===== config.mk =====
export PLATFORM = sky130hd
export DESIGN_NAME = synth_cfg_port
export DESIGN_NICKNAME = d
export VERILOG_FILES = /design/src/rtl/synth_cfg_pkg.sv /design/src/rtl/cfg_sync.sv /design/src/rtl/cfg_shreg.sv /design/src/rtl/cfg_hold.sv /design/src/rtl/synth_cfg_port.sv
export SDC_FILE = /design/constraint.sdc
export NUM_CORES = 1
export LEC_CHECK = 0
export ABC_CLOCK_PERIOD_IN_PS = 2400
export BUFFER_PORTS_ARGS = -buffer_cell sky130_fd_sc_hd__buf_2
export CAP_MARGIN = 20
export CORE_MARGIN = 2
export CORE_UTILIZATION = 50
export DETAILED_ROUTE_END_ITERATION = 10
export GPL_ROUTABILITY_DRIVEN = 0
export GPL_TIMING_DRIVEN = 1
export PLACE_DENSITY_LB_ADDON = 0.2
export SYNTH_ARGS = -nofsm -noshare
export SYNTH_HDL_FRONTEND = slang
export SYNTH_SLANG_ARGS = --single-unit

===== constraint.sdc =====
create_clock -name clk -period 2.4 [get_ports clk]
set_clock_uncertainty 0.15 [all_clocks]
set_input_delay 0.36 -clock clk [delete_from_list [all_inputs] [get_ports clk]]
set_output_delay 0.36 -clock clk [all_outputs]
set_load 0.02 [all_outputs]

===== src/rtl/synth_cfg_pkg.sv =====
package synth_cfg_pkg;
  localparam int DEF_M_W   = 9;
  localparam int DEF_N_W   = 2;
  localparam int DEF_T_W   = 3;
  localparam int DEF_SYNC  = 2;
endpackage


===== src/rtl/cfg_sync.sv =====
module cfg_sync #(
  parameter int W      = 1,
  parameter int STAGES = 2,
  parameter logic [W-1:0] RST_VAL = '0
) (
  input  logic         clk,
  input  logic         rst,
  input  logic [W-1:0] d,
  output logic [W-1:0] q
);
  logic [W-1:0] st [STAGES];

  always_ff @(posedge clk) begin
    if (rst) begin
      for (int i = 0; i < STAGES; i++) st[i] <= RST_VAL;
    end else begin
      st[0] <= d;
      for (int i = 1; i < STAGES; i++) st[i] <= st[i-1];
    end
  end

  assign q = st[STAGES-1];
endmodule


===== src/rtl/cfg_shreg.sv =====
module cfg_shreg #(
  parameter int W = 14
) (
  input  logic         clk,
  input  logic         rst,
  input  logic         sclk_s,
  input  logic         sdat_s,
  output logic [W-1:0] sr_q,
  output logic         tap
);
  logic sclk_d;
  logic rise;

  assign rise = sclk_s & ~sclk_d;

  always_ff @(posedge clk) begin
    if (rst) begin
      sclk_d <= 1'b0;
      sr_q   <= '0;
    end else begin
      sclk_d <= sclk_s;
      if (rise) sr_q <= {sr_q[W-2:0], sdat_s};
    end
  end

  assign tap = sr_q[W-1];


  shift_hold_chk: assert property (@(posedge clk) disable iff (rst)
    !rise |=> $stable(sr_q));

  shift_move_chk: assert property (@(posedge clk) disable iff (rst)
    rise |=> (sr_q[W-1:1] == $past(sr_q[W-2:0])));
endmodule


===== src/rtl/cfg_hold.sv =====
module cfg_hold #(
  parameter int M_W = 9,
  parameter int N_W = 2,
  parameter int T_W = 3,
  localparam int SR_W = M_W + N_W + T_W
) (
  input  logic            clk,
  input  logic            rst,
  input  logic            pld_s,
  input  logic            sld_s,
  input  logic [M_W-1:0]  pm_s,
  input  logic [N_W-1:0]  pn_s,
  input  logic [SR_W-1:0] sr,
  output logic [M_W-1:0]  m_q,
  output logic [N_W-1:0]  n_q,
  output logic [T_W-1:0]  t_q
);
  logic [T_W-1:0] sr_t;
  logic [N_W-1:0] sr_n;
  logic [M_W-1:0] sr_m;

  // oldest bits are the test code, then post-divide, then feedback
  assign sr_t = sr[SR_W-1 -: T_W];
  assign sr_n = sr[M_W +: N_W];
  assign sr_m = sr[M_W-1:0];

  always_ff @(posedge clk) begin
    if (rst) begin
      m_q <= '1;
      n_q <= '1;
      t_q <= '0;
    end else if (!pld_s) begin
      m_q <= pm_s;
      n_q <= pn_s;
      t_q <= '0;
    end else if (sld_s) begin
      m_q <= sr_m;
      n_q <= sr_n;
      t_q <= sr_t;
    end
  end


  t_forced_zero_chk: assert property (@(posedge clk) disable iff (rst)
    !pld_s |=> (t_q == '0));

  par_follow_chk: assert property (@(posedge clk) disable iff (rst)
    !pld_s |=> (m_q == $past(pm_s)) && (n_q == $past(pn_s)));

  ser_follow_chk: assert property (@(posedge clk) disable iff (rst)
    (pld_s && sld_s) |=> ({t_q, n_q, m_q} == $past(sr)));

  idle_hold_chk: assert property (@(posedge clk) disable iff (rst)
    (pld_s && !sld_s) |=> ($stable(m_q) && $stable(n_q) && $stable(t_q)));
endmodule


===== src/rtl/synth_cfg_port.sv =====
module synth_cfg_port
  import synth_cfg_pkg::*;
#(
  parameter int M_W   = DEF_M_W,
  parameter int N_W   = DEF_N_W,
  parameter int T_W   = DEF_T_W,
  parameter int SYNC  = DEF_SYNC
) (
  input  logic           clk,
  input  logic           rst,
  input  logic [M_W-1:0] par_m,
  input  logic [N_W-1:0] par_n,
  input  logic           par_ld,
  input  logic           ser_dat,
  input  logic           ser_clk,
  input  logic           ser_ld,
  output logic [M_W-1:0] m_val,
  output logic [N_W-1:0] n_code,
  output logic [T_W-1:0] t_sel,
  output logic           ser_tap
);
  localparam int SR_W = M_W + N_W + T_W;
  localparam int IN_W = M_W + N_W + 4;
  localparam logic [IN_W-1:0] IDLE = {1'b1, 3'b000, {N_W{1'b1}}, {M_W{1'b1}}};

  logic [IN_W-1:0] pins_s;
  logic [SR_W-1:0] sr;
  logic            pld_s, sld_s, sclk_s, sdat_s;
  logic [N_W-1:0]  pn_s;
  logic [M_W-1:0]  pm_s;

  cfg_sync #(.W(IN_W), .STAGES(SYNC), .RST_VAL(IDLE)) sync_i (
    .clk (clk),
    .rst (rst),
    .d   ({par_ld, ser_ld, ser_clk, ser_dat, par_n, par_m}),
    .q   (pins_s)
  );

  assign {pld_s, sld_s, sclk_s, sdat_s, pn_s, pm_s} = pins_s;

  cfg_shreg #(.W(SR_W)) shreg_i (
    .clk    (clk),
    .rst    (rst),
    .sclk_s (sclk_s),
    .sdat_s (sdat_s),
    .sr_q   (sr),
    .tap    (ser_tap)
  );

  cfg_hold #(.M_W(M_W), .N_W(N_W), .T_W(T_W)) hold_i (
    .clk   (clk),
    .rst   (rst),
    .pld_s (pld_s),
    .sld_s (sld_s),
    .pm_s  (pm_s),
    .pn_s  (pn_s),
    .sr    (sr),
    .m_q   (m_val),
    .n_q   (n_code),
    .t_q   (t_sel)
  );


  reset_val_chk: assert property (@(posedge clk)
    rst |=> (m_val == '1) && (n_code == '1) && (t_sel == '0) && !ser_tap);
endmodule


==> results of run 1 <==
## metal layers
| layer | global-route usage [%] | vias to the layer above |
|---|---|---|
| met3 | 9.93 | 8 |
| met1 | 19.0 | 589 |
| met2 | 27.4 | 32 |
| met5 | 0 | - |
| li1 | - | 663 |
| met4 | 8.59 | 0 |
## worst register-to-register path: stages (launching register included)
cell and delay, ns:
dfxtp_1 0.82, mux2i_1 0.30, a21oi_1 0.09
## layout make-up
cell class / instances / area, um^2 / share of cell area, %
multi-input cells: 117 / 658 / 29.5
well taps: 48 / 60.1 / 2.69
clock inverters: 2 / 10.0 / 0.448
clock buffers: 14 / 163 / 7.28
flip-flops and latches: 59 / 1180 / 52.9
repair buffers: 32 / 163 / 7.28
## per-stage QoR
stage / util [%] / hold slack [ns]
after floorplan: - / 0.233
after global placement: 56.3 / 0.242
after global routing: 61.0 / 0.0427
after CTS: 61.0 / 0.0474
final: 61.0 / 0.0651
after detailed placement: 56.3 / 0.241
## sequential cells by signal, summed over array words and instances (netlist names)
signal,flops
shreg_i.sr_q,14
hold_i.t_q,3
shreg_i.sclk_d,1
sync_i.st,30
hold_i.m_q,9
hold_i.n_q,2
## where the power goes
group	internal (mW)	switching, mW
combinational	0.0452	0.0519
clock	0.428	0.333
sequential	1.01	0.0163
## cells in the mapped netlist
cell / count / area (um^2)
nand2_1: 28 / 105
nor2_1: 10 / 37.5
or2_1: 3 / 18.8
and2b_2: 1 / 8.76
nand2b_2: 1 / 8.76
clkbuf_1: 2 / 7.51
or2_2: 22 / 138
mux2i_1: 14 / 140
buf_4: 2 / 15.0
nor3_1: 4 / 20.0
nor2b_1: 8 / 50.1
a21oi_1: 25 / 125
buf_2: 6 / 30.0
dfxtp_1: 59 / 1180
nand2b_1: 1 / 6.26
buf_8: 1 / 15.0
## cell usage in the layout (no fill, tap or decap)
| cell type | n |
|---|---|
| a21oi_1 | 25 |
| and2b_2 | 1 |
| buf_2 | 31 |
| buf_4 | 1 |
| clkbuf_1 | 3 |
| clkbuf_8 | 11 |
| clkinv_2 | 2 |
| dfxtp_1 | 59 |
| mux2i_1 | 14 |
| nand2_1 | 28 |
| nand2b_1 | 1 |
| nand2b_2 | 1 |
| nor2_1 | 10 |
| nor2b_1 | 8 |
| nor3_1 | 4 |
| or2_1 | 3 |
| or2_2 | 22 |
## final timing paths
check | start | to | slack (ns)
max reg2reg | sync_i.st[0][28] | hold_i.n_q[0] | 0.90
min reg2reg | sync_i.st[0][10] | sync_i.st[0][25] | 0.25
max | sync_i.st[0][28] | hold_i.n_q[0] | 0.90
min | par_m[7] | sync_i.st[0][7] | 0.07
## kinds of logic after synthesis
group                  Yosys count
AOI/OAI and AO/OA               25
buffers and inverters           11
and+or+nand+nor                 78
DFF                             59
muxes                           14
==> results.ini, run 1 <==
[global_routing]
grt_first_pass_wirelength_um=5350
overflow=0
grt_pass1_vias=1230
antenna_found_initial=0
grt_use_total_pct=17.6
grt_max_degree=35

[cts]
post_cts_resized=0
cts-hold-fix-buffers=0
cts_tree=built
clock_latency_ns=0.32
ctsHtreeMaxLevel=3
cts.sinks=59
cts_root_buf=clkbuf_8
cts_buffer_depth=2
cts_setup_buffers=0
clkSlewWorstSetupHoldPaths_ns=0.06
numCtsBuffers=9

[detailed_routing]
drt_first_pass_iters=4
wire_per_inst_um=11.5
drt-met1-wl_um=1340
drc=0
dr_wl_met3_um=139
ant_nets=0
top_layer=met4
drtIter0Drc=68
vias=1292
viasPerCell=4.75
wl_met2_um=1580
finalWirelength_um=3120

[timing]
hold_viol_final=0
period_share_pct=62.4
clock.fmax_mhz=668
slew_viol_final=0
fin_crit_ns=1.50
setup_tns_ns=0
grt_setup_unrepaired=no
setup_viol=0
worstMarginPinSlew_ns=0.770
max_slew_margin_pct=48.6
setup_slack_ns=0.903

[setup_path]
path_cells=mux2i_1, a21oi_1
slowest_delay_ns=0.82
end_kind=flip-flop
critPathRequiredTime_ns=2.43
start_kind=flip-flop
r2r_cells=2
path_max_fanout=14
crit_family=flip-flops
crit_arrival_ns=1.53
slowest_stage=dfxtp_1
path_class=flip-flop to flip-flop
cp.depth=2
critPathBufInv=0

[cells_and_area]
design_area_mm2=0.00223
layout-drive-gt1-share_pct=30.8
nNetsFinal=236
syn2layout_area_growth_pct=17.2
fill_cells=314
finalNonFillerCells=272
n_antenna_cell=0

[run_status]
status=finished, final reports clean

[pwr]
leakagePower_nw=0.862
ir_worst_vdd_v=0.000552
p_per_area_mw_per_mm2=845
p_total_mw=1.89

[floorplanning]
pin_count=32
start_util_pct=52.1
die_y_um=65.8
core_area_mm2=0.00366
die_x_um=65.8
rows=22
die-area_mm2=0.00432

[yosys]
synth-simple-area-share_pct=20.6
syn-cell-area_mm2=0.00191
synthCells=187
ys_seq_area_share_pct=61.9
ys_types=16
muxShareOfSynthArea_pct=7.35
synth_fa_ha_area_share_pct=0
synth_xor_area_share_pct=0
synth_top_family_by_area=simple AND/OR/NAND/NOR gates
ys_seq_elements=59
synth.avg_cell_area_um2=10.2
synth_compound_area_share_pct=6.56
synthesis.nets=204
yosys_warnings=0

[placement]
dp.cells=256
dp_hpwl_um=2190
place_ws_ns=0.741
port_buffers=31
placement.cell_area_mm2=0.00206

[worst_hold_path]
worstHoldPathType=primary input to flip-flop
holdPathStages=2

[run]
maxCapViolCount=0

Note: power is estimated with default switching activity, not from simulation.
==> run 2, diff against run 1 <==
--- a/config.mk
+++ b/config.mk
@@ -5,11 +5,11 @@
 export SDC_FILE = /design/constraint.sdc
 export NUM_CORES = 1
 export LEC_CHECK = 0
-export ABC_CLOCK_PERIOD_IN_PS = 2400
+export ABC_CLOCK_PERIOD_IN_PS = 1300
 export BUFFER_PORTS_ARGS = -buffer_cell sky130_fd_sc_hd__buf_2
 export CAP_MARGIN = 20
 export CORE_MARGIN = 2
-export CORE_UTILIZATION = 50
+export CORE_UTILIZATION = 48
 export DETAILED_ROUTE_END_ITERATION = 10
 export GPL_ROUTABILITY_DRIVEN = 0
 export GPL_TIMING_DRIVEN = 1
==> constraint.sdc (replaced) <==
create_clock -name clk -period 1.3 [get_ports clk]
set_clock_uncertainty 0.15 [all_clocks]
set_input_delay 0.195 -clock clk [delete_from_list [all_inputs] [get_ports clk]]
set_output_delay 0.195 -clock clk [all_outputs]
set_load 0.02 [all_outputs]
==> results.ini, run 2 (same netlist as run 1, synthesis figures left out) <==
[run_status]
status=finished, final reports clean

[setup_path]
rr_startpoint=sync_i.st[0][27]
path_max_fanout=2  ; -12
crit_family=flip-flops
end_kind=output pin
start_kind=flip-flop
slowest_delay_ns=0.35  ; -0.47 ns
path_cells=buf_2
critPathBufInv=1  ; +1
critPathRequiredTime_ns=0.95  ; -1.48 ns
path_class=flip-flop to output pin
crit_arrival_ns=0.86  ; -0.67 ns
slowest_stage=dfxtp_1
worstSetupStartpoint=hold_i.n_q[1]

[cells_and_area]
design_area_mm2=0.00245  ; +9.5%
layout_commonest_cell=dfxtp_1
post-route-util_pct=65.3  ; +4.3 points
layout-drive-gt1-share_pct=31.3  ; +0.47 points
syn2layout_area_growth_pct=28.3
nNetsFinal=255  ; +8.1%
regMostFlops=sync_i.st
n_antenna_cell=0  ; unchanged
layout_common_cells=dfxtp_1 (59), buf_2 (31), nand2_1 (28)
finalNonFillerCells=291  ; +7.0%
largest_reg_flops=30  ; unchanged
reg_top3=sync_i.st (30), shreg_i.sr_q (14), hold_i.m_q (9)

[cts]
cts.sinks=59  ; unchanged
cts_tree=built
cts_root_buf=clkbuf_8
cts_buffer_depth=2  ; unchanged
ctsHtreeMaxLevel=3  ; unchanged
cts_setup_buffers=0  ; unchanged
clkSlewWorstSetupHoldPaths_ns=0.06  ; about the same
clock_latency_ns=0.33  ; about the same
numCtsBuffers=9  ; unchanged
post_cts_resized=0  ; unchanged
cts-hold-fix-buffers=15  ; +15

[global_routing]
grt_first_pass_wirelength_um=5520  ; +3.1%
grt_use_total_pct=17.5  ; -0.059 points
antenna_found_initial=0  ; unchanged
grt_pass1_vias=1298  ; +5.5%
grt_max_degree=38  ; +8.6%
overflow=0  ; unchanged

[pwr]
p_total_mw=3.58  ; +90%
ir_worst_vdd_v=0.000912  ; +65%
p_per_area_mw_per_mm2=1470  ; +73%
leakagePower_nw=0.956  ; +11%

[floorplanning]
die_y_um=67.0  ; +1.9%
pin_count=32  ; unchanged
die_x_um=67.0  ; +1.9%
rows=22  ; unchanged
start_util_pct=50.9  ; -1.1 points
core_area_mm2=0.00374  ; +2.3%
die-area_mm2=0.00449  ; +3.9%

[timing]
fin_crit_ns=1.21
period_share_pct=93.0
hold_viol_final=0  ; unchanged
slew_viol_final=0  ; unchanged
clock.fmax_mhz=828
setup_tns_ns=0  ; unchanged
worstMarginPinSlew_ns=0.259  ; -0.511 ns
grt_setup_unrepaired=no
setup_viol=0  ; unchanged
max_slew_margin_pct=82.7  ; +34 points

[placement]
port_buffers=31  ; unchanged
dp_hpwl_um=2100  ; -4.5%
dp.cells=260  ; +1.6%
placement.cell_area_mm2=0.00212  ; +2.7%

[detailed_routing]
vias=1342  ; +3.9%
ant_nets=0  ; unchanged
finalWirelength_um=3220  ; +3.1%
drt_first_pass_iters=4  ; unchanged
wire_per_inst_um=11.1  ; -3.6%
drtIter0Drc=74  ; +8.8%
viasPerCell=4.61  ; -2.9%
drc=0  ; unchanged

[run]
maxCapViolCount=0  ; unchanged

[worst_hold_path]
worstHoldPathType=primary input to flip-flop
min-delay-start=rst

[run 2: cell types whose count changed in the layout (fill, tap and decap cells not counted)]
| cell | previous run | this run |
|---|---|---|
| buf_12 | 0 | 2 |
| clkbuf_1 | 3 | 0 |
| dlygate4sd3_1 | 0 | 15 |
| clkinvlp_4 | 0 | 1 |
| clkinv_2 | 2 | 4 |
| buf_4 | 1 | 3 |
[run 2: report_power, final]
group / total (mW) / switching, mW / leakage (nW) / internal, mW
registers: 1.89 / 0.0206 / 0.484 / 1.87
logic: 0.239 / 0.112 / 0.376 / 0.127
clock network: 1.45 / 0.672 / 0.0949 / 0.780
total: 3.58 / 0.805 / 0.956 / 2.78
[run 2: through the flow]
stage	hold WS, ns	setup WS, ns
after floorplan	0.149	0.218
after global placement	0.227	0.214
after detailed placement	0.230	0.183
after CTS	0.0379	0.0883
after global routing	0.0672	0.0566
final	0.0445	0.0916
[run 2: area by class of cell]
type,instances,area (um^2)
fillers,303,1300
flip-flops and latches,59,1180
multi-input cells,117,658
repair buffers,51,368
clock buffers,11,151
well taps,48,60.1
clock inverters,5,27.5
[run 2: path summary, 6_finish.rpt]
check                          end  slack, ns  cells past startpoint
hold / removal       hold_i.n_q[0]       0.04                      3
hold reg to reg   sync_i.st[0][18]       0.26                      1
setup reg to reg  shreg_i.sr_q[13]       0.19                      3
setup / recovery         n_code[1]       0.09                      1
[run 2: metal layers]
metal,up-vias,track usage (%),share of wire [%]
li1,702,-,-
met1,603,18.7,44
met2,31,28.2,50
met3,6,8.11,4.1
met4,0,9.95,2.0
met5,-,0,0
==> run 3, diff against run 2 <==
--- a/config.mk
+++ b/config.mk
@@ -14,6 +14,7 @@
 export GPL_ROUTABILITY_DRIVEN = 0
 export GPL_TIMING_DRIVEN = 1
 export PLACE_DENSITY_LB_ADDON = 0.2
+export RECOVER_POWER = 50
 export SYNTH_ARGS = -nofsm -noshare
 export SYNTH_HDL_FRONTEND = slang
 export SYNTH_SLANG_ARGS = --single-unit
==> results.ini, run 3 (same netlist as run 1, synthesis figures left out) <==
[cells_and_area]
fill_cells=304  ; +0.33%
multi_input_area_um2=658  ; unchanged
finalNonFillerCells=291  ; unchanged
n_antenna_cell=0  ; unchanged
regMostFlops=sync_i.st
nNetsFinal=255  ; unchanged
largest_reg_flops=30  ; unchanged
design_area_mm2=0.00243  ; -0.51%
reg_top3=sync_i.st (30), shreg_i.sr_q (14), hold_i.m_q (9)
layout-drive-gt1-share_pct=31.3  ; unchanged
layout_common_cells=dfxtp_1 (59), buf_2 (31), nand2_1 (28)
layout_commonest_cell=dfxtp_1
syn2layout_area_growth_pct=27.6
seqCellArea_mm2=0.00118  ; unchanged

[global_routing]
grt_pass1_vias=1298  ; unchanged
antenna_found_initial=0  ; unchanged
grt_first_pass_wirelength_um=5520  ; unchanged
use_met2_pct=28.2  ; unchanged
overflow=0  ; unchanged
grt_busiest_layer=met2
use_met3_pct=8.11  ; unchanged
grt_use_total_pct=17.5  ; unchanged
grt_max_degree=38  ; unchanged
met1_usage_pct=18.7  ; unchanged

[timing]
grt_setup_unrepaired=no
period_share_pct=92.9  ; about the same
setup_viol=0  ; unchanged
slew_viol_final=0  ; unchanged
setup_tns_ns=0  ; unchanged
max_slew_margin_pct=82.6  ; -0.13 points
clock.fmax_mhz=828  ; about the same
worstMarginPinSlew_ns=0.261  ; +0.00188 ns
hold_slack_ns=0.0445  ; +0.0000382 ns
fin_crit_ns=1.21  ; -0.000931 ns
hold_viol_final=0  ; unchanged

[floorplanning]
die-area_mm2=0.00449  ; unchanged
die_y_um=67.0  ; unchanged
rows=22  ; unchanged
core_area_mm2=0.00374  ; unchanged
pin_count=32  ; unchanged
start_util_pct=50.9  ; unchanged
die_x_um=67.0  ; unchanged

[pwr]
p_total_mw=3.58  ; -0.14%
leakagePower_nw=0.952  ; -0.38%
ir_worst_vdd_v=0.000910  ; -0.20%
p_per_area_mw_per_mm2=1470  ; +0.37%

[setup_path]
slowest_delay_ns=0.35  ; about the same
cp.depth=1  ; unchanged
worstSetupStartpoint=hold_i.n_q[1]
end_kind=output pin
r2r_cells=3  ; unchanged
start_kind=flip-flop
critPathRequiredTime_ns=0.95  ; about the same
slowest_stage=dfxtp_1
critPathBufInv=1  ; unchanged
crit_family=flip-flops
path_max_fanout=2  ; unchanged
path_class=flip-flop to output pin
path_cells=buf_2
crit_arrival_ns=0.86  ; about the same
rr_startpoint=sync_i.st[0][28]

[run_status]
status=finished, final reports clean

[cts]
clkSlewWorstSetupHoldPaths_ns=0.06  ; about the same
cts.sinks=59  ; unchanged
clock_latency_ns=0.33  ; about the same
cts_tree=built
cts_buffer_depth=2  ; unchanged
cts_root_buf=clkbuf_8
numCtsBuffers=9  ; unchanged
ctsHtreeMaxLevel=3  ; unchanged
post_cts_resized=0  ; unchanged

[detailed_routing]
wire_per_inst_um=11.1  ; +0.43%
ant_nets=0  ; unchanged
drc=0  ; unchanged
finalWirelength_um=3230  ; +0.43%
drtIter0Drc=59  ; -20%
vias=1341  ; -0.075%
viasPerCell=4.61  ; about the same
drt_first_pass_iters=4  ; unchanged

[worst_hold_path]
min-delay-start=rst
holdPathStages=3  ; unchanged
worstHoldPathType=primary input to flip-flop

[run]
maxCapViolCount=0  ; unchanged

[placement]
placement.cell_area_mm2=0.00212  ; unchanged
port_buffers=31  ; unchanged
dp.cells=260  ; unchanged
dp_hpwl_um=2100  ; unchanged

[run 3: cell count changes in the layout (fill, tap and decap cells not counted), sizes merged]
cell	change
buf	-1
clkbuf	+1
[run 3: routing by layer]
layer	vias up	share of wire (%)
met5	-	0
met4	0	2.0
met3	6	4.1
met2	31	50
met1	601	44
li1	703	-
[run 3: repair_timing]
| action | in CTS | in global routing |
|---|---|---|
| hold endpoints to repair | 15 | 0 |
| buffers inserted | 0 | 0 |
| hold buffers | 15 | 0 |
[run 3: worst paths after layout]
check                     endpoint  slack [ns]
setup / recovery         n_code[1]        0.09
hold reg to reg   sync_i.st[0][18]        0.26
hold / removal       hold_i.n_q[0]        0.04
setup reg to reg     hold_i.n_q[0]        0.14
[run 3: tightest hold or removal path, delay by kind of cell]
kind | cells | cell delay (ns)
buffers and inverters | 1 | 0.14
AO/OA/AOI/OAI | 1 | 0.10
AND/OR/NAND/NOR | 1 | 0.06
[run 3: layout make-up]
type | count | area share, %
sequential | 59 | 48.5
tap | 48 | 2.47
multi-input combinational | 117 | 27.0
timing repair buffer | 51 | 14.6
clock buffer | 11 | 6.22
clock inverter | 5 | 1.13
[run 3: power breakdown]
group | switching [mW] | total [mW] | internal, mW | leakage, nW
Clock | 0.671 | 1.45 | 0.780 | 0.0949
Combinational | 0.112 | 0.236 | 0.124 | 0.373
Sequential | 0.0199 | 1.89 | 1.87 | 0.484
Total | 0.803 | 3.58 | 2.78 | 0.952
[run 3: stage by stage]
stage                     setup WS [ns]  utilization, %
final                            0.0925            65.0
after global routing             0.0566            65.0
after CTS                        0.0883            65.3
after detailed placement          0.183            56.6
after global placement            0.214            56.6
after floorplan                   0.218               -
